==> config.mk <==
export PLATFORM = sky130hd
export DESIGN_NAME = sdram_refresh_mgr
export DESIGN_NICKNAME = d
export VERILOG_FILES = /design/src/rtl/rfm_pkg.sv /design/src/rtl/rfm_interval_timer.sv /design/src/rtl/rfm_pending_ctr.sv /design/src/rtl/rfm_sequencer.sv /design/src/rtl/sdram_refresh_mgr.sv
export SDC_FILE = /design/constraint.sdc
export NUM_CORES = 1
export LEC_CHECK = 0
export CAP_MARGIN = 10
export CORE_AREA = 2 2 56 58
export DETAILED_ROUTE_END_ITERATION = 10
export DIE_AREA = 0 0 58 60
export PLACE_DENSITY = 0.77
export SLEW_MARGIN = 10
export SYNTH_ARGS = -nofsm -noshare
export SYNTH_HDL_FRONTEND = slang
export SYNTH_HIERARCHICAL = 1
export SYNTH_SLANG_ARGS = --single-unit
==> constraint.sdc <==
create_clock -name clk -period 1.6 [get_ports clk]
set_input_delay 0.16 -clock clk [delete_from_list [all_inputs] [get_ports clk]]
set_output_delay 0.16 -clock clk [all_outputs]
set_load 0.03 [all_outputs]
==> src/rtl/rfm_pkg.sv <==
package rfm_pkg;

  typedef enum logic [2:0] {
    ST_IDLE   = 3'd0,
    ST_REF    = 3'd1,
    ST_RWAIT  = 3'd2,
    ST_SENTER = 3'd3,
    ST_SR     = 3'd4,
    ST_EXIT   = 3'd5
  } seq_state_t;

  typedef enum logic [1:0] {
    CMD_NOP      = 2'b00,
    CMD_REFRESH  = 2'b01,
    CMD_SR_ENTER = 2'b10
  } mem_cmd_t;

endpackage

==> src/rtl/rfm_interval_timer.sv <==
module rfm_interval_timer #(
  parameter int INT_4K  = 1560,
  parameter int INT_8K  = 780,
  parameter bit ROWS_8K = 1'b0
) (
  input  logic clk,
  input  logic rst_n,
  output logic tick
);

  localparam int INTERVAL = ROWS_8K ? INT_8K : INT_4K;
  localparam int CW       = (INTERVAL > 2) ? $clog2(INTERVAL) : 1;
  localparam logic [CW-1:0] RELOAD = CW'(INTERVAL - 1);

  logic [CW-1:0] cnt_q;
  logic [CW-1:0] cnt_d;

  always_comb begin
    tick  = (cnt_q == '0);
    cnt_d = tick ? RELOAD : (cnt_q - 1'b1);
  end

  always_ff @(posedge clk or negedge rst_n) begin
    if (!rst_n) begin
      cnt_q <= RELOAD;
    end else begin
      cnt_q <= cnt_d;
    end
  end

endmodule

==> src/rtl/rfm_pending_ctr.sv <==
module rfm_pending_ctr #(
  parameter int MAX_PEND = 8,
  parameter int PW       = $clog2(MAX_PEND + 1)
) (
  input  logic          clk,
  input  logic          rst_n,
  input  logic          inc,
  input  logic          dec,
  input  logic          clr,
  output logic [PW-1:0] count,
  output logic          nonzero
);

  localparam logic [PW-1:0] CAP = PW'(MAX_PEND);

  logic [PW-1:0] cnt_q;
  logic [PW-1:0] cnt_d;
  logic          cnt_en;

  always_comb begin
    cnt_d  = cnt_q;
    cnt_en = 1'b0;
    if (clr) begin
      cnt_d  = '0;
      cnt_en = 1'b1;
    end else if (inc && !dec && (cnt_q != CAP)) begin
      cnt_d  = cnt_q + 1'b1;
      cnt_en = 1'b1;
    end else if (dec && !inc && (cnt_q != '0)) begin
      cnt_d  = cnt_q - 1'b1;
      cnt_en = 1'b1;
    end
  end

  always_ff @(posedge clk or negedge rst_n) begin
    if (!rst_n) begin
      cnt_q <= '0;
    end else if (cnt_en) begin
      cnt_q <= cnt_d;
    end
  end

  assign count   = cnt_q;
  assign nonzero = (cnt_q != '0);

endmodule

==> src/rtl/rfm_sequencer.sv <==
module rfm_sequencer
  import rfm_pkg::*;
#(
  parameter int TRC      = 7,
  parameter int EXIT_CYC = 10
) (
  input  logic     clk,
  input  logic     rst_n,
  input  logic     pend_nz,
  input  logic     ref_ack,
  input  logic     sleep_req,
  input  logic     banks_idle,
  input  logic     wake_req,
  output logic     ref_req,
  output logic     busy,
  output logic     cke,
  output logic     in_sr,
  output mem_cmd_t cmd,
  output logic     issue,
  output logic     credit_en,
  output logic     pend_clr
);

  localparam int WW = $clog2(EXIT_CYC + 1);
  localparam logic [WW-1:0] TRC_LOAD  = WW'(TRC - 1);
  localparam logic [WW-1:0] EXIT_LOAD = WW'(EXIT_CYC - 1);

  seq_state_t    state_q, state_d;
  logic [WW-1:0] wcnt_q, wcnt_d;
  logic          wcnt_en;
  logic          wdone;

  assign wdone = (wcnt_q == '0);

  always_comb begin
    state_d = state_q;
    wcnt_d  = wcnt_q;
    wcnt_en = 1'b0;
    unique case (state_q)
      ST_IDLE: begin
        if (sleep_req && banks_idle) begin
          state_d = ST_SENTER;
        end else if (pend_nz && ref_ack) begin
          state_d = ST_REF;
        end
      end
      ST_REF: begin
        state_d = ST_RWAIT;
        wcnt_d  = TRC_LOAD;
        wcnt_en = 1'b1;
      end
      ST_RWAIT: begin
        if (wdone) begin
          state_d = pend_nz ? ST_REF : ST_IDLE;
        end else begin
          wcnt_d  = wcnt_q - 1'b1;
          wcnt_en = 1'b1;
        end
      end
      ST_SENTER: begin
        state_d = ST_SR;
      end
      ST_SR: begin
        if (wake_req) begin
          state_d = ST_EXIT;
          wcnt_d  = EXIT_LOAD;
          wcnt_en = 1'b1;
        end
      end
      ST_EXIT: begin
        if (wdone) begin
          state_d = ST_IDLE;
        end else begin
          wcnt_d  = wcnt_q - 1'b1;
          wcnt_en = 1'b1;
        end
      end
      default: state_d = ST_IDLE;
    endcase
  end

  always_ff @(posedge clk or negedge rst_n) begin
    if (!rst_n) begin
      state_q <= ST_IDLE;
    end else begin
      state_q <= state_d;
    end
  end

  always_ff @(posedge clk or negedge rst_n) begin
    if (!rst_n) begin
      wcnt_q <= '0;
    end else if (wcnt_en) begin
      wcnt_q <= wcnt_d;
    end
  end

  always_comb begin
    ref_req   = (state_q == ST_IDLE) && pend_nz;
    busy      = (state_q == ST_REF) || (state_q == ST_RWAIT) || (state_q == ST_EXIT);
    in_sr     = (state_q == ST_SENTER) || (state_q == ST_SR);
    cke       = !in_sr;
    issue     = (state_q == ST_REF);
    pend_clr  = (state_q == ST_SENTER);
    credit_en = !in_sr && (state_q != ST_EXIT);
    unique case (state_q)
      ST_REF:    cmd = CMD_REFRESH;
      ST_SENTER: cmd = CMD_SR_ENTER;
      default:   cmd = CMD_NOP;
    endcase
  end

endmodule

==> src/rtl/sdram_refresh_mgr.sv <==
module sdram_refresh_mgr
  import rfm_pkg::*;
#(
  parameter int INT_4K     = 1560,
  parameter int INT_8K     = 780,
  parameter bit ROWS_8K    = 1'b0,
  parameter int TRC_FAST   = 7,
  parameter int TRC_SLOW   = 8,
  parameter bit SLOW_GRADE = 1'b0,
  parameter int REG_LAT    = 1,
  parameter int MAX_PEND   = 8,
  parameter int PW         = $clog2(MAX_PEND + 1)
) (
  input  logic          clk,
  input  logic          rst_n,
  input  logic          ref_ack,
  input  logic          sleep_req,
  input  logic          banks_idle,
  input  logic          wake_req,
  output logic          ref_req,
  output logic          busy,
  output logic          cke,
  output logic [1:0]    mem_cmd,
  output logic          in_self_refresh,
  output logic [PW-1:0] pend_cnt
);

  localparam int TRC      = SLOW_GRADE ? TRC_SLOW : TRC_FAST;
  localparam int EXIT_CYC = TRC + REG_LAT + 2;

  logic [1:0] rst_sync_q;
  logic       rst_int_n;
  logic       tick;
  logic       credit_en;
  logic       issue;
  logic       pend_clr;
  logic       pend_nz;
  mem_cmd_t   cmd_w;

  always_ff @(posedge clk or negedge rst_n) begin
    if (!rst_n) begin
      rst_sync_q <= 2'b00;
    end else begin
      rst_sync_q <= {rst_sync_q[0], 1'b1};
    end
  end
  assign rst_int_n = rst_sync_q[1];

  rfm_interval_timer #(
    .INT_4K  (INT_4K),
    .INT_8K  (INT_8K),
    .ROWS_8K (ROWS_8K)
  ) u_timer (
    .clk   (clk),
    .rst_n (rst_int_n),
    .tick  (tick)
  );

  rfm_pending_ctr #(
    .MAX_PEND (MAX_PEND),
    .PW       (PW)
  ) u_pend (
    .clk     (clk),
    .rst_n   (rst_int_n),
    .inc     (tick && credit_en),
    .dec     (issue),
    .clr     (pend_clr),
    .count   (pend_cnt),
    .nonzero (pend_nz)
  );

  rfm_sequencer #(
    .TRC      (TRC),
    .EXIT_CYC (EXIT_CYC)
  ) u_seq (
    .clk        (clk),
    .rst_n      (rst_int_n),
    .pend_nz    (pend_nz),
    .ref_ack    (ref_ack),
    .sleep_req  (sleep_req),
    .banks_idle (banks_idle),
    .wake_req   (wake_req),
    .ref_req    (ref_req),
    .busy       (busy),
    .cke        (cke),
    .in_sr      (in_self_refresh),
    .cmd        (cmd_w),
    .issue      (issue),
    .credit_en  (credit_en),
    .pend_clr   (pend_clr)
  );

  assign mem_cmd = cmd_w;

endmodule

== Word level (Yosys, flattened, before mapping) ==
Index checks and enable logic that the tools add are counted.

* Input port bits: 6
* Output and inout port bits: 10
* Logic and storage cells: 67
* Register bits after elaboration: 24

* Add/subtract/negate cells: 4
* Equal/unequal tests: 12
* Muxes and demuxes: 21
* Reductions and logical operators: 25

{| class="wikitable"
|+ Operator list
! cell !! count
|-
| 4-bit 2-to-1 mux || 5
|-
| 3-bit case mux with 6 select lines || 1
|-
| 3-bit 2-to-1 mux || 5
|-
| 4-bit case mux with 3 select lines || 1
|-
| 11-bit zero test || 1
|-
| 11-bit 2-to-1 mux || 1
|-
| 11-bit by 1-bit subtractor with 11-bit output, second input constant || 1
|-
| 1-bit logical AND || 9
|-
| 4-bit AND reduction || 2
|-
| 4-bit by 1-bit subtractor with 4-bit output, second input constant || 2
|-
| 3-bit by 2-bit == test with 1-bit output, second input constant || 2
|-
| 3-bit == test, second input constant || 2
|-
| 1-bit 2-to-1 mux || 6
|-
| 3-bit nonzero test || 2
|-
| 4-bit by 1-bit adder with 4-bit output, second input constant || 1
|-
| 4-bit zero test || 1
|-
| 2-bit by 1-bit != test with 1-bit output, second input constant || 2
|-
| 2-bit != test, second input constant || 2
|-
| 4-bit != test, second input constant || 1
|-
| 2-bit case mux with 2 select lines || 1
|-
| 4-bit nonzero test || 1
|-
| 3-bit by 1-bit == test with 1-bit output, second input constant || 1
|-
| 1-bit zero test || 3
|-
| 3-bit zero test || 1
|-
| 6 further kinds || 8
|}

== Logic depth before layout (Yosys ltp) ==
Gate-level depths: netlist of run 1.

* Word-level depth: 12
* Gate-level depth with buffers: 13
* Mapped depth without buffers: 13

== Cells and area by module ==
The synthesis of run 1 kept the hierarchy.

{| class="wikitable"
|+ Modules (own cells, without submodules)
! module !! times used !! cells each !! area an instance (um^2)
|-
| rfm_interval_timer || 1 || 57 || 576.8
|-
| rfm_sequencer || 1 || 63 || 546.8
|-
| rfm_pending_ctr || 1 || 37 || 366.6
|-
| sdram_refresh_mgr || 1 || 4 || 60.1
|}

== Least setup slack after synthesis of run 1 ==
OpenSTA, ideal clock, no wires.

* Path type: flip-flop to flip-flop
* Start: register u_timer.cnt_q[0]
* End: register u_pend.cnt_q[3], in the netlist u_pend/count[3]
* Cell stages (with the launch flop): 14
* Path buffers: 0
* Clock period less this slack: 2.919 ns
* Arrival time: 2.841 ns
* Setup slack: -1.319 ns
* Cell sequence: dfstp_2 > inv_1 > ha_1 > nor3b_1 > nand3_1 > inv_1 > and2_1 > nand2b_1 > or2_1 > ha_1 > a21o_1 > a2111oi_0 > o21bai_1 > a21oi_1

* Cells in the longest elaborated chain, start to end: 9
* Elaborated cells on any way between the ends: 14
* Those cells by class: 5 x mux; 9 x reduce/logical

{| class="wikitable"
|+ RTL lines
! item !! RTL line !! source
|-
| start: declaration || rfm_interval_timer.sv:15 || <nowiki>logic [CW-1:0] cnt_q;</nowiki>
|-
| start signal: assignment || rfm_interval_timer.sv:27 || <nowiki>cnt_q <= cnt_d;</nowiki>
|-
| 11-bit zero test * || rfm_interval_timer.sv:19 || <nowiki>tick = (cnt_q == '0);</nowiki>
|-
| net tick || sdram_refresh_mgr.sv:33 || <nowiki>logic tick;</nowiki>
|-
| 1-bit logical AND * || sdram_refresh_mgr.sv:65 || <nowiki>.inc (tick && credit_en),</nowiki>
|-
| 1-bit zero test || rfm_pending_ctr.sv:29 || <nowiki>end else if (dec && !inc && (cnt_q != '0)) begin</nowiki>
|-
| 1-bit logical AND (2 in a row) || rfm_pending_ctr.sv:29 ||
|-
| 1-bit 2-to-1 mux || rfm_pending_ctr.sv:29 ||
|-
| 1-bit 2-to-1 mux || rfm_pending_ctr.sv:26 || <nowiki>end else if (inc && !dec && (cnt_q != CAP)) begin</nowiki>
|-
| 1-bit 2-to-1 mux || rfm_pending_ctr.sv:23 || <nowiki>if (clr) begin</nowiki>
|-
| 2-bit AND reduction (no line) || n/a ||
|-
| end signal: assignment || rfm_pending_ctr.sv:39 || <nowiki>cnt_q <= cnt_d;</nowiki>
|-
| end: declaration || rfm_pending_ctr.sv:16 || <nowiki>logic [PW-1:0] cnt_q;</nowiki>
|}

The timed path passes the listed nets; every way through them passes the cells marked *.
A chain may end at the register's enable or synchronous reset.

== Worst setup path after layout of run 1 ==
* Start: register u_timer.cnt_q[5]
* End: register u_pend.cnt_q[3], in the netlist u_pend/count[3]

Same word-level chain as after synthesis.

==> reports/metrics.csv, run 1 <==
stage,metric,value,unit
die,core box area,0.00290,sq mm
die,Die Height,60,microns
logic_synthesis,"EDFF count, synth",0,
logic_synthesis,post-synthesis area per instance,9.63,sq um
power,Pwr Density,1170,mW/mm^2
die,row cnt,20,
grt,vias in the first global route,1567,
grt,initial antenna violation count,0,
grt,Overflow after GRT,0,
detailed_routing,via/cell ratio,6.23,
logic_synthesis,register area share after synthesis,0.392,
logic_synthesis,Synth Cell Area,0.00155,sq mm
die,I/O pins,16,
job,max-cap violation count,0,
logic_synthesis,share of synthesized registers carrying an async set or reset,1.00,
setup_path,R2R depth,11,
detailed_routing,DRC viols,0,
layout,Layout area overhead,66.2,%
die,Initial Util,0.534,
power,P_sw,1.17,mW
setup_path,Worst setup EP type,register,
sta,final hold slack,0.236,ns
clocking,clk_lat worst skew,0.32,ns
logic_synthesis,cell count after synthesis,161,
detailed_routing,DR WL/cell,20.2,microns
logic_synthesis,"area leader, netlist",dfrtp_1,
power,Int Power,1.83,mW
detailed_routing,via count,1669,
clocking,# H-tree levels,1,
clocking,Clock transition at path regs,0.15,ns
die,Die X,58,microns
sta,RSZ-0062 raised after global routing,true,
setup_path,Setup CP Type,register to register,
layout,fin util,0.888,
layout,post-layout instance area,0.00258,sq mm
sta,Layout Skew,0.00698,ns
logic_synthesis,top_reg_cell synth,dfrtp_1,
clocking,Inserted Clock Buffers,3,
layout,"commonest non-fill, non-tap cell in the layout",buf_4,
grt,largest net degree at the start of global routing,23,
logic_synthesis,"Distinct cells, synth",53,
logic_synthesis,top post-synthesis cells by area,"dfrtp_1 (29%), dfstp_2 (10%), ha_1 (4.0%)",
setup_path,crit path max fanout,4,
logic_synthesis,Yosys reg bits,24,
detailed_routing,overall routed net length,5.40,mm
grt,first-pass GRT wire length,7.43,mm
detailed_routing,antenna-violating nets left,0,
sta,Final Slew Violations,0,
sta,final worst slack,-0.982,ns
setup_path,Worst EP required,1.81,ns
logic_synthesis,Synth top area share,0.291,
setup_path,Critical Path Start Type,register,
layout,"leading cell types in the layout, fill and taps excluded","buf_4 (48), buf_6 (17), dfrtp_1 (14)",
sta,setup violators final,18,
layout,antenna cell count,0,
logic_synthesis,Yosys warnings,6,
clocking,clk root buf,clkbuf_4,
placement,post-placement cell area,0.00214,sq mm
power,Flop pwr share,0.259,
clocking,Clock Path Buffers,2,
sta,Tmin final,2.58,ns
sta,Tcrit/Tclk final,1.61,
power,Max VDD drop,1.53,mV
layout,filler cell count,124,
placement,RD Place Congestion,0.840,
placement,DP Wirelength,3.01,mm
sta,Fmax,387,MHz
run_status,failing checks,negative setup slack,
detailed_routing,Initial DRT Pass Iterations,4,
sta,Fin. Hold Viols,0,
power,clock share of power,0.153,
grt,total global-route track usage,0.286,
power,combinational share of power,0.588,
layout,layout cell share with drive strength beyond 1,0.591,
sta,setup_tns,-4.51,ns
power,Static Leak,1.10,nW
die,die area,0.00348,sq mm
hold_path,Hold Crit Class,register to async pin,
placement,IO Port Bufs,15,
logic_synthesis,"Net Count, Synth",173,
run_status,status,"complete, but fails checks",
setup_path,crit path DAT,2.79,ns
clocking,CTS sink cnt,24,
clocking,CTS tree,done,
power,switching portion of total power,0.390,
layout,Post-layout nets,248,
detailed_routing,iteration-0 DRC count of the detailed router,119,
## worst max-delay path, stage by stage (launching register included)
cell and delay, ns:
dfrtp_1 0.46, nor4_4 0.34, nand3_2 0.11, inv_1 0.07, and2_4 0.15, nand2b_4 0.05, or2_4 0.26, ha_4 0.32
nand3_2 0.15, a21o_1 0.20, a31oi_1 0.24, a21oi_1 0.11
## Yosys cell counts (3+ instances only)
library cell   n
nor2_1        15
buf_2          3
mux2i_1        3
o31ai_1        4
dfstp_2        6
nand2b_1       4
a221oi_1       3
xnor2_1        4
ha_1           5
nand3_1        4
o21ai_1        3
inv_1         12
nor3_1         5
a21oi_1        7
dfrtp_1       18
nor3b_1        3
nor2b_1        3
o21ai_0        6
or3_1          3
nand2_1        8
## layer usage
layer,global-route usage,share of wire,vias up
met5,0,0,-
met4,0.103,0.029,0
met3,0.0173,0.056,18
met2,0.528,0.53,86
met1,0.353,0.39,834
li1,-,-,731
## per-stage QoR
step | total power [mW] | setup slack (ns) | cells
2_1_floorplan | 1.61 | -0.874 | 161
3_5_place_dp | 2.02 | -0.819 | 248
4_1_cts | 2.83 | -0.829 | 263
5_1_grt | 3.13 | -1.05 | 268
6_report | 3.01 | -0.982 | 268
3_3_place_gp | 1.99 | -0.745 | 248
## sequential cells by signal (all words and copies together), names as in the netlist
| name | count |
|---|---|
| u_timer/cnt_q | 11 |
| u_pend/count | 4 |
| u_seq/wcnt_q | 4 |
| u_seq/state_q | 3 |
| rst_sync_q | 2 |
## repair_timing
| item | 4_1_cts | 5_1_grt |
|---|---|---|
| buffers inserted | 10 | 13 |
| gates resized for setup | 47 | 26 |
| endpoints found under the setup margin | 23 | 23 |
| endpoints found under the hold margin | 2 | 0 |
| hold buffers | 1 | 0 |
| pin swaps | 13 | 17 |
## final timing paths
path                                  start               end  slack, ns
setup / recovery           u_timer/cnt_q[5]   u_pend/count[3]      -0.98
hold / removal                rst_sync_q[1]  u_timer/cnt_q[8]       0.24
setup reg to reg           u_timer/cnt_q[5]   u_pend/count[3]      -0.98
hold reg to reg               rst_sync_q[1]  u_timer/cnt_q[8]       0.24
max in group asynchronous             rst_n     rst_sync_q[1]       0.90
min in group clk              rst_sync_q[0]     rst_sync_q[1]       0.43
## cell type report
cell class | count | area (sq um) | area share
clock buffers | 3 | 22.5 | 0.00874
clock inverters | 1 | 30.0 | 0.0117
inverters | 13 | 50.0 | 0.0194
multi-input cells | 119 | 1170 | 0.455
flip-flops and latches | 24 | 613 | 0.238
well taps | 33 | 41.3 | 0.0160
repair buffers | 75 | 647 | 0.251
## power by group through the flow
stage	combinational [mW]	clock (mW)	sequential (mW)
finish	1.77	0.458	0.780
global route	1.86	0.482	0.787
CTS	1.61	0.457	0.764
detailed placement	1.25	0	0.771
global placement	1.22	0	0.764
floorplan	0.859	0	0.750
## cell families after synthesis
| group | share of synthesized area |
|---|---|
| AO/OA/AOI/OAI | 0.220 |
| XOR/XNOR | 0.0226 |
| adder cells (fa/ha/maj) | 0.0533 |
| buffers and inverters | 0.0557 |
| flip-flops | 0.392 |
| multiplexers | 0.0452 |
| other | 0.00242 |
| AND/OR/NAND/NOR | 0.209 |
Note: power is estimated with default switching activity, not from simulation.
==> run 2, diff against run 1 <==
--- a/config.mk
+++ b/config.mk
@@ -10,7 +10,7 @@
 export DETAILED_ROUTE_END_ITERATION = 10
 export DIE_AREA = 0 0 58 60
 export PLACE_DENSITY = 0.77
-export SLEW_MARGIN = 10
+export SLEW_MARGIN = 20
 export SYNTH_ARGS = -nofsm -noshare
 export SYNTH_HDL_FRONTEND = slang
 export SYNTH_HIERARCHICAL = 1
==> results of run 2 <==
Final layout, timing and power as in run 1 (identical DEF).
